File: src/rtl/alu8_pkg.sv
`timescale 1ns/1ps
package alu8_pkg;
    localparam int OP_W   = 5;
    localparam int STAT_W = 8;

    // status bit positions
    localparam int FL_C = 0;
    localparam int FL_Z = 1;
    localparam int FL_N = 2;
    localparam int FL_V = 3;
    localparam int FL_S = 4;
    localparam int FL_H = 5;

    typedef enum logic [OP_W-1:0] {
        OP_ADD  = 5'd0,
        OP_ADC  = 5'd1,
        OP_SUB  = 5'd2,
        OP_SBC  = 5'd3,
        OP_CP   = 5'd4,
        OP_CPC  = 5'd5,
        OP_AND  = 5'd6,
        OP_OR   = 5'd7,
        OP_XOR  = 5'd8,
        OP_COM  = 5'd9,
        OP_NEG  = 5'd10,
        OP_INC  = 5'd11,
        OP_DEC  = 5'd12,
        OP_LSL  = 5'd13,
        OP_LSR  = 5'd14,
        OP_ROL  = 5'd15,
        OP_ROR  = 5'd16,
        OP_ASR  = 5'd17,
        OP_SWAP = 5'd18,
        OP_SER  = 5'd19,
        OP_FSET = 5'd20,
        OP_FCLR = 5'd21
    } alu_op_e;
endpackage

File: src/rtl/alu8_arith.sv
`timescale 1ns/1ps
module alu8_arith #(
    parameter int DATA_W = 8,
    parameter int HALF_W = 4
) (
    input  logic              sub_mode,
    input  logic [DATA_W-1:0] x,
    input  logic [DATA_W-1:0] y,
    input  logic              cin,
    output logic [DATA_W-1:0] sum,
    output logic              c_out,
    output logic              h_out,
    output logic              v_out
);
    localparam int MSB = DATA_W - 1;

    logic [DATA_W:0] wide;
    logic [HALF_W:0] nib;

    always_comb begin
        if (sub_mode) begin
            wide = {1'b0, x} - {1'b0, y} - {{DATA_W{1'b0}}, cin};
            nib  = {1'b0, x[HALF_W-1:0]} - {1'b0, y[HALF_W-1:0]} - {{HALF_W{1'b0}}, cin};
        end else begin
            wide = {1'b0, x} + {1'b0, y} + {{DATA_W{1'b0}}, cin};
            nib  = {1'b0, x[HALF_W-1:0]} + {1'b0, y[HALF_W-1:0]} + {{HALF_W{1'b0}}, cin};
        end
        sum   = wide[DATA_W-1:0];
        c_out = wide[DATA_W];
        h_out = nib[HALF_W];
        if (sub_mode)
            v_out = (x[MSB] ^ y[MSB]) & (x[MSB] ^ wide[MSB]);
        else
            v_out = ~(x[MSB] ^ y[MSB]) & (x[MSB] ^ wide[MSB]);
    end
endmodule

File: src/rtl/alu8_bitops.sv
`timescale 1ns/1ps
module alu8_bitops
    import alu8_pkg::*;
#(
    parameter int DATA_W = 8
) (
    input  alu_op_e           op,
    input  logic [DATA_W-1:0] a,
    input  logic [DATA_W-1:0] b,
    input  logic              cin,
    output logic [DATA_W-1:0] res,
    output logic              c_out
);
    localparam int MSB  = DATA_W - 1;
    localparam int HALF = DATA_W / 2;

    always_comb begin
        res   = '0;
        c_out = cin;
        unique case (op)
            OP_AND:  res = a & b;
            OP_OR:   res = a | b;
            OP_XOR:  res = a ^ b;
            OP_COM:  begin res = ~a;                  c_out = 1'b1;  end
            OP_LSL:  begin res = {a[MSB-1:0], 1'b0};  c_out = a[MSB]; end
            OP_LSR:  begin res = {1'b0, a[MSB:1]};    c_out = a[0];   end
            OP_ROL:  begin res = {a[MSB-1:0], cin};   c_out = a[MSB]; end
            OP_ROR:  begin res = {cin, a[MSB:1]};     c_out = a[0];   end
            OP_ASR:  begin res = {a[MSB], a[MSB:1]};  c_out = a[0];   end
            OP_SWAP: res = {a[HALF-1:0], a[MSB:HALF]};
            OP_SER:  res = '1;
            default: res = '0;
        endcase
    end
endmodule

File: src/rtl/alu8_core.sv
`timescale 1ns/1ps
module alu8_core
    import alu8_pkg::*;
#(
    parameter int DATA_W = 8
) (
    input  logic              clk,
    input  logic              rst_n,
    input  logic              op_valid,
    input  logic [OP_W-1:0]   op_sel,
    input  logic [DATA_W-1:0] opnd_a,
    input  logic [DATA_W-1:0] opnd_b,
    input  logic [2:0]        flag_idx,
    output logic [DATA_W-1:0] result,
    output logic              wr_en,
    output logic [STAT_W-1:0] status_q,
    output logic [STAT_W-1:0] status_nxt
);
    localparam int MSB = DATA_W - 1;

    typedef enum logic [2:0] {
        CL_NONE, CL_ARITH, CL_LOGIC, CL_SHIFT, CL_PLAIN, CL_FLAG
    } op_class_e;

    alu_op_e     op;
    op_class_e   cls;
    logic        a_sub, a_cin, a_c, a_h, a_v, b_c;
    logic [DATA_W-1:0] a_x, a_y, a_sum, b_res;
    logic        writes;

    assign op = alu_op_e'(op_sel);

    // operand steering for the shared adder/subtractor
    always_comb begin
        a_sub = 1'b0;
        a_cin = 1'b0;
        a_x   = opnd_a;
        a_y   = opnd_b;
        cls   = CL_NONE;
        unique case (op)
            OP_ADD:  cls = CL_ARITH;
            OP_ADC:  begin cls = CL_ARITH; a_cin = status_q[FL_C]; end
            OP_SUB, OP_CP:   begin cls = CL_ARITH; a_sub = 1'b1; end
            OP_SBC, OP_CPC:  begin cls = CL_ARITH; a_sub = 1'b1; a_cin = status_q[FL_C]; end
            OP_NEG:  begin cls = CL_ARITH; a_sub = 1'b1; a_x = '0; a_y = opnd_a; end
            OP_INC:  begin cls = CL_ARITH; a_y = {{(DATA_W-1){1'b0}}, 1'b1}; end
            OP_DEC:  begin cls = CL_ARITH; a_sub = 1'b1; a_y = {{(DATA_W-1){1'b0}}, 1'b1}; end
            OP_AND, OP_OR, OP_XOR, OP_COM:  cls = CL_LOGIC;
            OP_LSL, OP_LSR, OP_ROL, OP_ROR, OP_ASR: cls = CL_SHIFT;
            OP_SWAP, OP_SER: cls = CL_PLAIN;
            OP_FSET, OP_FCLR: cls = CL_FLAG;
            default: cls = CL_NONE;
        endcase
    end

    alu8_arith #(.DATA_W(DATA_W), .HALF_W(4)) u_arith (
        .sub_mode (a_sub),
        .x        (a_x),
        .y        (a_y),
        .cin      (a_cin),
        .sum      (a_sum),
        .c_out    (a_c),
        .h_out    (a_h),
        .v_out    (a_v)
    );

    alu8_bitops #(.DATA_W(DATA_W)) u_bitops (
        .op    (op),
        .a     (opnd_a),
        .b     (opnd_b),
        .cin   (status_q[FL_C]),
        .res   (b_res),
        .c_out (b_c)
    );

    // result, write-back and next status
    always_comb begin
        logic n_f, v_f, z_f;
        status_nxt = status_q;
        result     = '0;
        writes     = 1'b0;
        n_f = 1'b0;
        v_f = 1'b0;
        z_f = 1'b0;
        unique case (cls)
            CL_ARITH: begin
                result = a_sum;
                writes = !(op == OP_CP || op == OP_CPC);
                n_f = a_sum[MSB];
                v_f = a_v;
                z_f = (a_sum == '0);
                if (op == OP_SBC || op == OP_CPC)
                    z_f = z_f & status_q[FL_Z];
                status_nxt[FL_N] = n_f;
                status_nxt[FL_V] = v_f;
                status_nxt[FL_Z] = z_f;
                status_nxt[FL_S] = n_f ^ v_f;
                if (op != OP_INC && op != OP_DEC) begin
                    status_nxt[FL_C] = a_c;
                    status_nxt[FL_H] = a_h;
                end
            end
            CL_LOGIC: begin
                result = b_res;
                writes = 1'b1;
                n_f = b_res[MSB];
                status_nxt[FL_N] = n_f;
                status_nxt[FL_V] = 1'b0;
                status_nxt[FL_Z] = (b_res == '0);
                status_nxt[FL_S] = n_f;
                status_nxt[FL_C] = b_c;
            end
            CL_SHIFT: begin
                result = b_res;
                writes = 1'b1;
                n_f = b_res[MSB];
                v_f = n_f ^ b_c;
                status_nxt[FL_N] = n_f;
                status_nxt[FL_V] = v_f;
                status_nxt[FL_Z] = (b_res == '0);
                status_nxt[FL_S] = n_f ^ v_f;
                status_nxt[FL_C] = b_c;
            end
            CL_PLAIN: begin
                result = b_res;
                writes = 1'b1;
            end
            CL_FLAG: begin
                status_nxt[flag_idx] = (op == OP_FSET);
            end
            default: begin
                writes = 1'b0;
            end
        endcase
    end

    assign wr_en = op_valid & writes;

    always_ff @(posedge clk or negedge rst_n) begin
        if (!rst_n)
            status_q <= '0;
        else if (op_valid)
            status_q <= status_nxt;
    end

    a_r1_idle_holds: assert property (@(posedge clk) disable iff (!rst_n)
        !op_valid |=> $stable(status_q));

    a_r4_cmp_no_wb: assert property (@(posedge clk) disable iff (!rst_n)
        (op_sel == OP_CP || op_sel == OP_CPC) |-> !wr_en);

    a_r5_logic_clears_v: assert property (@(posedge clk) disable iff (!rst_n)
        (op_valid && (op_sel == OP_AND || op_sel == OP_OR || op_sel == OP_XOR))
        |=> !status_q[FL_V] && (status_q[FL_S] == status_q[FL_N]));

    a_r8_incdec_keeps_carry: assert property (@(posedge clk) disable iff (!rst_n)
        (op_valid && (op_sel == OP_INC || op_sel == OP_DEC))
        |=> status_q[FL_C] == $past(status_q[FL_C]));

    a_r10_swap_keeps_status: assert property (@(posedge clk) disable iff (!rst_n)
        (op_valid && (op_sel == OP_SWAP || op_sel == OP_SER)) |=> $stable(status_q));

    a_r6_com_sets_carry: assert property (@(posedge clk) disable iff (!rst_n)
        (op_valid && op_sel == OP_COM) |=> status_q[FL_C]);

    a_r13_unused_no_write: assert property (@(posedge clk) disable iff (!rst_n)
        (op_sel > OP_FCLR) |-> !wr_en && (status_nxt == status_q));

    a_r12_sign_link: assert property (@(posedge clk) disable iff (!rst_n)
        (op_valid && op_sel <= OP_ASR) |=> status_q[FL_S] == (status_q[FL_N] ^ status_q[FL_V]));
endmodule

File: config.mk
export PLATFORM = sky130hd
export DESIGN_NAME = alu8_core
export DESIGN_NICKNAME = d
export VERILOG_FILES = /design/src/rtl/alu8_pkg.sv /design/src/rtl/alu8_arith.sv /design/src/rtl/alu8_bitops.sv /design/src/rtl/alu8_core.sv
export SDC_FILE = /design/constraint.sdc
export NUM_CORES = 1
export LEC_CHECK = 0
export ABC_AREA = 1
export BUFFER_PORTS_ARGS = -buffer_cell sky130_fd_sc_hd__buf_4
export CAP_MARGIN = 20
export CORE_AREA = 2 2 96 98
export DETAILED_ROUTE_END_ITERATION = 12
export DIE_AREA = 0 0 98 100
export PLACE_DENSITY = 0.51
export SETUP_SLACK_MARGIN = 0.2
export SYNTH_ARGS = -nofsm -noshare
export SYNTH_HDL_FRONTEND = slang
export SYNTH_SLANG_ARGS = --single-unit
File: constraint.sdc
create_clock -name clk -period 5.75 [get_ports clk]
set_clock_uncertainty 0.05 [all_clocks]
set_input_delay 0.2875 -clock clk [delete_from_list [all_inputs] [get_ports clk]]
set_output_delay 0.2875 -clock clk [all_outputs]
set_load 0.01 [all_outputs]
==> results of run 1 <==
-- worst min path at each step --
stage	from	endpoint	slack [ns]	cells after the start
finish	op_valid	status_q[2]$_DFFE_PN0P_	0.25	2
global route	op_valid	status_q[2]$_DFFE_PN0P_	0.25	2
CTS	op_valid	status_q[2]$_DFFE_PN0P_	0.25	2
detailed placement	rst_n	status_q[6]$_DFFE_PN0P_	0.06	1
global placement	rst_n	status_q[6]$_DFFE_PN0P_	0.06	1
floorplan	rst_n	status_q[0]$_DFFE_PN0P_	-0.06	0
-- cell families (layout without fill, tap and decap cells) --
family                     count (synthesis)  in the layout
DFF                                        8              8
muxes                                      2              2
adders and majority gates                 39             39
and+or+nand+nor                          321            321
xor gates and xnor gates                   6              6
buffers and inverters                     96            144
AOI/OAI and AO/OA                         67             67
-- cells in the final DEF (no fill, tap or decap), types with 6 or more instances in the layout --
cell type / count
inv_1: 78
nand4_1: 7
a21oi_1: 17
inv_2: 9
dfrtp_1: 8
buf_4: 51
nor2_4: 6
nor3_1: 8
o21ai_0: 21
nor2_1: 60
ha_1: 35
nand2_1: 157
o22ai_1: 8
nand3_1: 59
o211ai_1: 6
-- power groups by stage --
stage | Sequential, mW | Combinational (mW) | Clock (mW)
finish | 0.0849 | 0.398 | 0.0657
global route | 0.0869 | 0.449 | 0.0698
CTS | 0.0849 | 0.396 | 0.0682
global placement | 0.0854 | 0.394 | 0
floorplan | 0.0819 | 0.254 | 0
detailed placement | 0.0855 | 0.394 | 0
-- layer usage --
layer	track usage	vias up	share of wire
met5	0	-	0
met4	0.0449	0	0.016
li1	-	1828	-
met1	0.300	1644	0.48
met3	0.0132	12	0.050
met2	0.379	106	0.45
-- cell type report --
class	count	area, µm²
Fill cell	1022	5320
Multi-Input combinational cell	435	2460
Timing Repair Buffer	52	393
Inverter	89	334
Sequential cell	8	200
Tap cell	111	139
Clock buffer	3	41.3
-- worst reg2reg max path: stages, from the launching register on --
cell and delay [ns]:
dfrtp_1 0.47, o21ai_0 0.24, inv_1 0.11, fa_1 0.44, fa_1 0.44, nand2_1 0.11
nand2_1 0.05, nand2_1 0.11, xor2_1 0.25, o21ai_0 0.14, o221ai_1 0.22, nand3_1 0.15
nand2_1 0.08, nand2_1 0.04
-- repair_timing --
item | 4_1_cts | 5_1_grt
gates resized for setup | 0 | 0
endpoints found under the hold margin | 8 | 0
hold buffers | 1 | 0
==> impl_results.md, run 1 <==
- Die height: 100 µm
- Mapped Cells: between 500 and 600
- Synth area leaders: nand2_1 (19%), ha_1 (14%), nand3_1 (9.7%)
- Die ar.: between 0.009 and 0.01 mm²
- Largest regs: status_q x8
- Routed len/inst: roughly 15 µm
- Critical path capture point type: output port
- Total power draw: roughly 550 µW
- Register area share after synthesis: 0.0656
- Setup TNS: 0 ns
- Width of the die: 98 µm
- Clock Path Buffers: 2
- Num rows: 35
- Post-synth top cells: nand2_1 (157), inv_1 (78), nor2_1 (60)
- DR iter-0 viols: 188
- Async set or reset register ratio after synthesis: 1.00
- Switching power share of the total: 0.512
- IO Pins: 52
- Antenna violations before repair: 0
- Synth-to-Final Area Change: 16.9%
- WP data required: roughly 5.4 ns
- Critical Path Source: op_sel[0]
- WP buf/inv: 4
- Max-cap check violation count: 0
- Vias in the first global route: 3,465
- Pins Over Slew Limit: 0
- Final net count: between 600 and 700
- Vias post-DR: 3,590
- Drt pass-1 iters: 5
- Max reg flops: 8
- Gr usage total: 0.218
- Clock share of power: 0.120
- Crit Path Category: primary input to output port
- Crit path max fanout: 11
- Comb pwr share: 0.725
- Outcome: completed
- Main combinational cell family by area after synthesis: simple AND/OR/NAND/NOR gates
- DPL Wire Length: about 9000 µm
- Crit-path cells: buf_4 > nor2_2 > inv_1 > nor2_4 > a21oi_1 > inv_1 > a21oi_1 > o21ai_0 > fa_1 > fa_1 > nand2_1 > nand2_1 > nand2_1 > xor2_1 > o21ai_0 > o221ai_1 > nand3_1 > buf_4
- Min cycle time layout: 4.06 ns
- Pint: 267 µW
- CP most frequent cell: nand2_1
- Tcrit/Tclk final: 0.705
- Ys Warns: 0
- Final instance area: around 0.0036 mm²
- Pwr dens: 154 mW/mm²
- F_max: around 250 MHz
- Inst Count DP: slightly below 700
- CTS root buffer: clkbuf_8
- Most flops, register: status_q
- Final setup fails: 0
- Cell variety after synth: between 40 and 50
- EDFF count, synth: 0
- Remaining Overflow, GRT: 0
- R2r setup slk: roughly 2.7 ns
- Pre-CTS setup slack: approximately 1.7 ns
- Clk Latency, worst-skew pair: 0.22 ns
- Flops & latches, synth: 8
- Final Hold Fails: 0
- Largest area contributor in the netlist: nand2_1
- Main synth FF type: dfrtp_1
- First-pass GRT wire length: about 17,000 µm
- Max-slew headroom: 0.576
- # clock sinks: 8
- WP data arrival: ~3.7 ns
- Ant diodes: 0
- Filler-free cell count of the finished design: around 700
- Drt total wl: 10,600 µm
- Utilization after layout: 0.401
- CP max-delay cell: fa_1
- Psw: 281 µW
- Critical path's largest stage delay: 0.50 ns
- Simple-Gate Fraction of Synth Area: 0.485
- Area after DPL: ~0.0035 mm²
- ANT nets after route: 0
- R2r startpoint: status_q[0]$_DFFE_PN0P_
- Post-synthesis mux area share: 0.00656
- Fraction of synthesized cell area in xor and xnor cells: 0.0172
- Post-Syn Nets: between 600 and 700
- DRC viols: 0
- CTS tree: built
- Setup crit end: status_nxt[5]
- Vias per cell: between 5 and 6
- Synth Area in Compound Gates: 0.128
- Routability cong.: roughly 0.93
- Share of the synthesized area in the top cell type: 0.193
- Hold slack: between 0.2 and 0.25 ns
- Synth Area in Adders: 0.170
- Initial Utilization: 0.343
- Worst path depth: 18
- Least-Margin Pin Slew: approximately 0.63 ns
- Top-count cell post-synth: nand2_1
- Post-CTS Setup Repair Bufs: 0
- Synth Cell Area: 0.00305 mm²
- Clock transition at the registers of the reported paths: 0.04 ns
- Core ar.: between 0.008 and 0.009 mm²
- Inserted Clock Buffers: 3
- HP Class: primary input to register
- FF-to-FF End: status_q[5]$_DFFE_PN0P_
- Layout cell share with drive strength beyond 1: 0.152
- CP Launch Type: primary input
- Worst ir drop on vdd: between 50 and 60 µV
- Syn Area/Cell: 5.66 µm²
- Crit path max-delay family: compound AO/OA/AOI/OAI gates
- R2R cell count: 13
- I/O Buffers: 51
- Worst Slack Setup Final: about 1.7 ns
- Largest net degree at the start of global routing: 15
- RSZ-0062 raised after global routing: false
- LEAKAGE: around 2 nW
- H-tree depth: 1
- Seq pwr share: 0.155
No activity file was read; power rests on OpenSTA's default activity.
==> inputs of run 2 (changes only) <==
clock period = 4.15 ns   (was 5.75 ns; I/O delays follow)
==> impl_results.md, run 2 (synthesis results as in run 1) <==
- Outcome: completed (unchanged)
- Ant diodes: 0 (unchanged)
- Antenna violations before repair: 0 (unchanged)
- Synth-to-Final Area Change: 18.7% (was 16.9%)
- IO Pins: 52 (unchanged)
- Grt met3 use: 0.0188 (was 0.0132)
- Vias per cell: 5.11 (was 5.14)
- HP Class: primary input to register (unchanged)
- Clock transition at the registers of the reported paths: 0.04 ns (about the same)
- Largest regs: status_q x8 (unchanged)
- Gr usage total: 0.216 (was 0.218)
- Pins Over Slew Limit: 0 (unchanged)
- Pwr dens: 209 mW/mm² (was 154 mW/mm²)
- Worst hold stages: 2 (unchanged)
- Max reg flops: 8 (unchanged)
- Final net count: 658 (was 655)
- Final instance area: 0.00362 mm² (was 0.00357 mm²)
- Die ar.: 0.00980 mm² (unchanged)
- CTS tree: built (unchanged)
- Setup TNS: 0 ns (unchanged)
- RSZ-0062 raised after global routing: false (unchanged)
- Worst Slack Setup Final: 0.510 ns (was 1.69 ns)
- Layout cell share with drive strength beyond 1: 0.159 (was 0.152)
- Least-Margin Pin Slew: 0.510 ns (was 0.635 ns)
- Routability cong.: 0.965 (was 0.934)
- Remaining Overflow, GRT: 0 (unchanged)
- DPL Wire Length: 8970 µm (was 8980 µm)
- Worst ir drop on vdd: 80.3 µV (was 50.9 µV)
- Initial Utilization: 0.343 (unchanged)
- Largest net degree at the start of global routing: 15 (unchanged)
- Core ar.: 0.00889 mm² (unchanged)
- Hold slack: 0.173 ns (was 0.248 ns)
- Vias post-DR: 3,581 (was 3,590)
- ANT nets after route: 0 (unchanged)
- R2r startpoint: status_q[0]$_DFFE_PN0P_ (unchanged)
- Filler-free cell count of the finished design: 701 (was 698)
- Inserted Clock Buffers: 3 (unchanged)
- Psw: 385 µW (was 281 µW)
- I/O Buffers: 51 (unchanged)
- Width of the die: 98 µm (unchanged)
- Hold Path End: status_q[2]$_DFFE_PN0P_ (unchanged)
- Total power draw: 757 µW (was 548 µW)
- CTS root buffer: clkbuf_8 (unchanged)
- WP data arrival: 3.38 ns (was 3.72 ns)
- Clock share of power: 0.116 (was 0.120)
- Die height: 100 µm (unchanged)
- Switching power share of the total: 0.508 (was 0.512)
- Drt pass-1 iters: 5 (unchanged)
- # clock sinks: 8 (unchanged)
- Drt total wl: 10,600 µm (about the same)
- Routed len/inst: 15.2 µm (about the same)
- CP Launch Type: primary input (unchanged)
- Crit Path Category: primary input to output port (unchanged)
- Most frequent cells in the layout: nand2_1 (157), inv_1 (77), nor2_1 (60), nand3_1 (59), buf_4 (54) (was nand2_1 (157), inv_1 (78), nor2_1 (60), nand3_1 (59), buf_4 (51))
- Num rows: 35 (unchanged)
- Clk Latency, worst-skew pair: 0.22 ns (about the same)
- WP data required: 3.89 ns (was 5.41 ns)
- Layer with the highest usage: met2 (unchanged)
- Clock Path Buffers: 2 (unchanged)
- Comb pwr share: 0.730 (was 0.725)
- R2r setup slk: 1.20 ns (was 2.73 ns)
- Met2 Use GR: 0.362 (was 0.379)
- Seq pwr share: 0.154 (was 0.155)
- Max-slew headroom: 0.659 (was 0.576)
- DRC viols: 0 (unchanged)
- Min-delay src: op_valid (unchanged)
- FF-to-FF End: status_q[5]$_DFFE_PN0P_ (unchanged)
- F_max: around 270 MHz
- R2R cell count: 13 (unchanged)
- Pint: 373 µW (was 267 µW)
- LEAKAGE: 2.08 nW (was 2.06 nW)
- Most flops, register: status_q (unchanged)
- Pre-CTS setup slack: 0.323 ns (was 1.71 ns)
- Inst Count DP: 695 (was 694)
- Utilization after layout: 0.407 (was 0.401)
- Tcrit/Tclk final: 0.877
- Crit path max fanout: 8 (was 11)
- Vias in the first global route: 3,407 (was 3,465)
- Final Hold Fails: 0 (unchanged)
- DR iter-0 viols: 284 (was 188)
- Final setup fails: 0 (unchanged)
- Min cycle time layout: roughly 3.6 ns
- Area after DPL: 0.00352 mm² (about the same)
- Critical path capture point type: output port (unchanged)
- Commonest non-fill, non-tap cell in the layout: nand2_1 (unchanged)
- H-tree depth: 1 (unchanged)
- First-pass GRT wire length: 17,300 µm (was 17,400 µm)
- Max-cap check violation count: 0 (unchanged)
- GRT met1 Usage: 0.303 (was 0.300)
run 2: changes by cell type in the layout (fill, tap and decap cells not counted), sizes merged:
cell / delta
buf: +3
run 2: layout make-up:
cell class                 count  area (µm²)
fill                        1002        5270
clock buffer                   3        41.3
inverter                      89         337
multi-input combinational    435        2490
tap                          111         139
sequential                     8         200
timing repair buffer          55         415
run 2: worst max-delay path by stage:
stage               cells after the start       endpoint  startpoint
floorplan                              21  status_nxt[1]   op_sel[0]
global placement                       22  status_nxt[1]   op_sel[0]
detailed placement                     22  status_nxt[1]   op_sel[0]
CTS                                    22  status_nxt[1]   op_sel[1]
global route                           23  status_nxt[1]   op_sel[1]
finish                                 23  status_nxt[1]   op_sel[1]
run 2: worst max-delay path, cell delays in order:
cell and delay (ns):
buf_4 0.16, nor2_4 0.17, inv_1 0.11, nor2_4 0.20, a21oi_4 0.07, inv_1 0.08
a21oi_1 0.04, o21ai_0 0.14, inv_1 0.10, fa_1 0.47, fa_1 0.43, inv_1 0.10
nand3_1 0.11, nand3_1 0.11, nand2_1 0.06, nand3_1 0.07, nand2_1 0.07, nor2_1 0.11
nand3_1 0.12, nor2_1 0.11, nand2_1 0.07, a21boi_1 0.13, buf_4 0.13
run 2: routing by layer:
metal / routed length (µm) / part of all wire
met5: 0 / 0
met4: 201 / 0.019
met3: 581 / 0.055
met2: 4870 / 0.46
met1: 4980 / 0.47
run 2: timing repair:
item | CTS | global route
hold buffers | 1 | 0
setup buffers | 0 | 2
endpoints found under the setup margin | 0 | 7
hold endpoints to repair | 8 | 0
gates resized for setup | 0 | 8
run 2: power by group through the flow:
stage / clock network [mW] / registers (mW) / logic, mW
after floorplan: 0 / 0.113 / 0.352
after global placement: 0 / 0.118 / 0.545
after detailed placement: 0 / 0.118 / 0.545
after CTS: 0.0901 / 0.117 / 0.549
after global routing: 0.0952 / 0.119 / 0.622
final: 0.0876 / 0.117 / 0.553
